[src/rtl/aud_seq_chk_pkg.sv]
package aud_seq_chk_pkg;

  // Per-cycle strobes from control to datapath
  typedef struct packed {
    logic clr;        // wipe all state
    logic take;       // beat accepted this cycle
    logic missHit;    // accepted beat breaks the sequence
    logic firstMiss;  // first break since the last wipe
  } strobe_t;

  // Sticky fault flags
  typedef struct packed {
    logic pre;
    logic par;
    logic id;
    logic seq;
  } errFlags_t;

endpackage

[src/rtl/aud_seq_chk_satcnt.sv]
module aud_seq_chk_satcnt #(
  parameter int W = 32
) (
  input  logic         clk,
  input  logic         rstN,
  input  logic         clr,
  input  logic         inc,
  output logic [W-1:0] cnt
);

  localparam logic [W-1:0] TOP = '1;

  always_ff @(posedge clk or negedge rstN) begin
    if (!rstN)                   cnt <= '0;
    else if (clr)                cnt <= '0;
    else if (inc && cnt != TOP)  cnt <= cnt + W'(1);
  end

endmodule

[src/rtl/aud_seq_chk_dp.sv]
module aud_seq_chk_dp
  import aud_seq_chk_pkg::*;
#(
  parameter int SAMPLE_W = 24,
  parameter int CNT_W    = 32
) (
  input  logic                clk,
  input  logic                rstN,
  input  strobe_t             strb,
  input  logic [SAMPLE_W-1:0] sample,
  output logic                seqMiss,
  output logic [CNT_W-1:0]    validCnt,
  output logic [CNT_W-1:0]    missCnt,
  output logic [SAMPLE_W-1:0] rxCapt,
  output logic [SAMPLE_W-1:0] prevCapt
);

  localparam int NUM_CNT = 2;

  logic [SAMPLE_W-1:0] refVal;
  logic                seeded;
  logic [NUM_CNT-1:0]  incVec;
  logic [CNT_W-1:0]    cntArr [NUM_CNT];

  assign seqMiss = seeded && (sample != refVal + SAMPLE_W'(1));
  assign incVec  = {strb.missHit, strb.take};

  for (genvar g = 0; g < NUM_CNT; g++) begin : g_cnt
    aud_seq_chk_satcnt #(.W(CNT_W)) u_cnt (
      .clk  (clk),
      .rstN (rstN),
      .clr  (strb.clr),
      .inc  (incVec[g]),
      .cnt  (cntArr[g])
    );
  end

  assign validCnt = cntArr[0];
  assign missCnt  = cntArr[1];

  always_ff @(posedge clk or negedge rstN) begin
    if (!rstN) begin
      refVal   <= '0;
      seeded   <= 1'b0;
      rxCapt   <= '0;
      prevCapt <= '0;
    end else if (strb.clr) begin
      refVal   <= '0;
      seeded   <= 1'b0;
      rxCapt   <= '0;
      prevCapt <= '0;
    end else if (strb.take) begin
      refVal <= sample;
      seeded <= 1'b1;
      if (strb.firstMiss) begin
        rxCapt   <= sample;
        prevCapt <= refVal;
      end
    end
  end

endmodule

[config.mk]
export PLATFORM = sky130hd
export DESIGN_NAME = aud_seq_chk_dp
export DESIGN_NICKNAME = d
export VERILOG_FILES = /design/src/rtl/aud_seq_chk_pkg.sv /design/src/rtl/aud_seq_chk_satcnt.sv /design/src/rtl/aud_seq_chk_dp.sv
export SDC_FILE = /design/constraint.sdc
export NUM_CORES = 1
export LEC_CHECK = 0
export BUFFER_PORTS_ARGS = -buffer_cell sky130_fd_sc_hd__buf_4
export CORE_MARGIN = 2
export CORE_UTILIZATION = 50
export CTS_CLUSTER_SIZE = 28
export DETAILED_ROUTE_END_ITERATION = 7
export PLACE_DENSITY = 0.76
export REMOVE_ABC_BUFFERS = 1
export SLEW_MARGIN = 10
export SYNTH_ARGS = -nofsm -noshare
export SYNTH_HDL_FRONTEND = slang
export SYNTH_SLANG_ARGS = --single-unit
[constraint.sdc]
create_clock -name clk -period 2.7 [get_ports clk]
set_input_delay 0.54 -clock clk [delete_from_list [all_inputs] [get_ports clk]]
set_output_delay 0.54 -clock clk [all_outputs]
set_load 0.1 [all_outputs]
==> qor.txt <==
sequential area share after synthesis - 47.1%
via count - 6540
Post-Place Cells - 1129
Max Clk Rate - 314 MHz
Post-Syn Area - 7280 µm²
number of global-route vias before repair - 6244
Placement Setup Slack - -0.230 ns
max-slew violations - 0
worst hold endpoint - rxCapt[23]$_DFFE_PN0P_
Comb power frac - 13.4%
final setup violation count - 1
Core Rows - 44
sequential power share - 39.1%
failing checks - setup timing
slew at the pin closest to its max-slew limit - 0.760 ns
hold_ws - 0.372 ns
CP top delay family - compound AO/OA/AOI/OAI gates
P&R area growth vs syn - 32.1%
Routed Antenna Nets - 0
VDD IR max - 0.000451 V
first-pass GRT wire length - 31000 µm
r2r worst-path depth - 7
Synth Area in Adders - 0.515%
Power per Cell Area - 572 nW/µm²
R2R setup slack - 0.25 ns
Hold/Removal Path Class - in2reg
post-synthesis mux area share - 4.64%
DRT iter0 DRCs - 485
clock tree buffer depth - 2
CTS tree - yes
Setup CP Type - reg2out
compound-cell area share of the yosys netlist - 11.3%
hpwl dp - 12600 µm
DR vias/cell - 5.61
initial core utilization - 50.7%
Final Cycle Share - 118%
PortBufs - 142
Pre-antenna DRT Iters - 5
number of buffers and inverters on the critical path - 3
Worst Setup End Kind - primary output
total grt overflow - 0
Worst-path clk slew - 0.06 ns
Chip Width - 125 µm
Clk pwr share - 47.5%
CP startpoint kind - flip-flop
Tot Pwr - 5.50 mW
hold_sp - sample[23]
Net Sw Frac - 26.4%
Worst Hold Path Cells - 3
Slowest cell on crit path - dfrtp_2
ant diodes - 0
# DRC - 0
Leak - 4.28 nW
Post-Syn Instances - 804
largest net degree at the start of global routing - 69
outcome - finished, violations left
max-cap viol count - 0
Placed Area - 8790 µm²
Synth cell types - 61
CP cell instances - buf_4 -> and4_4 -> buf_4 -> nand2_1 -> xor2_1 -> a211o_1 -> a211oi_2 -> a41oi_2 -> buf_8
final-report hold violation count - 0
largest family of logic cells by synthesized area - simple AND/OR/NAND/NOR gates
most common cell type on the critical path - buf_4
core area - 14400 µm²
Cell Count, Final, Fillers Out - 1166
share of layout cells above drive strength 1 - 26.8%
reg2reg end - g_cnt[1].u_cnt.cnt[26]$_DFFE_PN0P_
DRT Wirelength - 18600 µm
setup TNS - -0.487 ns
Synth Area in XOR/XNOR - 7.89%
Final Cell Area - 9620 µm²
Max-slew headroom - 49.3%
post-route clock skew - 0.0113 ns
GP Congestion - 0.887
Clock Sink Count - 137
Post-synth ARST share - 100%
Clock Latency Late Sink - 0.43 ns
Seq cells post-synth - 137
Worst EP required - 2.16 ns
CP max stage delay - 0.43 ns
die height - 125 µm
Worst R2R Start - g_cnt[1].u_cnt.cnt[0]$_DFFE_PN0P_
Top Ports - 143
H-tree Lvls - 4
initial antenna violation count - 0
RSZ-0062 raised after global routing - true
Clock Tree Root - clkbuf_16
Simple-Gate Fraction of Synth Area - 25.1%
Max FO, Critical Path - 4
Synth Flop Type - dfrtp_1
Period minus WS final - 3.19 ns
NumNets Final - 1003
Post-synth EDFFs - 0
final worst slack - -0.487 ns
Overall Global Routing Usage - 24.3%
Routed WL per cell - 16.0 µm
syn avg cell area - 9.06 µm²
internal power - 4.05 mW
Net Switching - 1.45 mW
Worst Path Arrival - 2.65 ns
full die area - 15500 µm²
number of CTS-inserted buffers - 17
end-of-flow core utilization - 66.9%
Yosys Warn Count - 0
[cells in the final DEF (no fill, tap or decap), types with 3 or more instances in the layout]
| master | count |
|---|---|
| buf_4 | 186 |
| dfrtp_1 | 136 |
| nand2_1 | 134 |
| nor2_1 | 84 |
| a21oi_1 | 76 |
| xnor2_1 | 51 |
| nand3_1 | 26 |
| nand4_1 | 26 |
| mux2i_1 | 26 |
| clkbuf_16 | 17 |
| nor3_1 | 16 |
| inv_1 | 14 |
| a211oi_1 | 13 |
| o21ai_0 | 12 |
| nor2b_1 | 11 |
| xor2_1 | 10 |
| or3_1 | 9 |
| and3_1 | 9 |
| nor4_1 | 8 |
| and4_1 | 8 |
| mux2_2 | 6 |
| bufinv_16 | 6 |
| a31oi_1 | 5 |
| and2_1 | 5 |
| nand3b_1 | 5 |
| buf_12 | 5 |
| a311oi_1 | 3 |
| or4_1 | 3 |
| a31o_2 | 3 |
| nor4b_1 | 3 |
| a21bo_2 | 3 |
| buf_6 | 3 |
[worst min-delay path, stage by stage]
cell and delay [ns]:
buf_4 0.12, nand2_1 0.05, a21oi_1 0.05
[synthesized netlist by cell type, drive strengths merged, types with 4 or more instances]
cell type,instances,area share (%)
and2,6,0.53
a21oi,77,5.3
dfrtp,137,47
nor2,84,4.3
and4,10,1.3
buf,13,0.88
nand3,26,1.8
inv,14,0.72
a31oi,5,0.43
mux2i,27,3.7
clkbuf,36,1.9
nand3b,5,0.52
or4,4,0.46
nand2,135,7.0
o21ai,14,0.96
mux2,6,0.93
and3,10,0.93
nor3,17,1.2
a211oi,15,1.6
nor4,11,1.4
xor2,10,1.2
or3,9,0.77
nor2b,11,0.95
nand4,27,2.5
xnor2,53,6.4
nor4b,4,0.57
[power by group through the flow]
| stage | combinational (mW) | sequential [mW] | clock, mW |
|---|---|---|---|
| final | 0.735 | 2.15 | 2.61 |
| after global routing | 0.786 | 2.16 | 2.75 |
| after CTS | 0.724 | 2.15 | 2.65 |
| after detailed placement | 0.702 | 2.19 | 0 |
| after global placement | 0.691 | 2.19 | 0 |
| after floorplan | 0.179 | 2.41 | 0 |
[cells by family after synthesis]
logic type,Yosys count
DFF,137
buffers and inverters,63
adders and majority gates,3
and+or+nand+nor,368
AOI/OAI and AO/OA,136
muxes,33
xor gates and xnor gates,64
[sequential cells by signal, summed over array words and instances, names as in the netlist]
register	count
seeded	1
g_cnt.u_cnt.cnt	64
rxCapt	24
refVal	24
prevCapt	24
[how the worst max path moves through the flow]
stage	start	endpoint	slack [ns]	cells after the start
4_1_cts	refVal[0]$_DFFE_PN0P_	seqMiss	-0.46	8
3_5_place_dp	sample[4]	seqMiss	-0.23	7
6_report	refVal[4]$_DFFE_PN0P_	seqMiss	-0.49	9
2_1_floorplan	refVal[0]$_DFFE_PN0P_	seqMiss	-1.19	7
3_3_place_gp	sample[4]	seqMiss	-0.26	7
5_1_grt	refVal[3]$_DFFE_PN0P_	seqMiss	-0.56	9
[cell type report]
class / instances / area [µm²]
clock buffers: 19 / 433
well taps: 184 / 230
inverters: 14 / 52.6
flip-flops and latches: 137 / 3430
multi-input cells: 604 / 3700
repair buffers: 196 / 1560
fillers: 1161 / 4750
clock inverters: 12 / 223
[timing repair]
| item | in CTS | in global routing |
|---|---|---|
| hold buffers | 1 | 0 |
| endpoints found under the setup margin | 1 | 1 |
| endpoints found under the hold margin | 13 | 0 |
| buffers inserted | 5 | 0 |
| pin swaps | 8 | 9 |
| resized for setup | 13 | 11 |
[routing by layer]
layer,vias to the layer above,share of wire [%],global-route usage (%)
met5,-,0,0
met1,3206,44,33.0
li1,3130,-,-
met4,0,1.8,8.26
met2,179,49,38.8
met3,25,4.9,5.37
(Power assumes the default switching activity.)
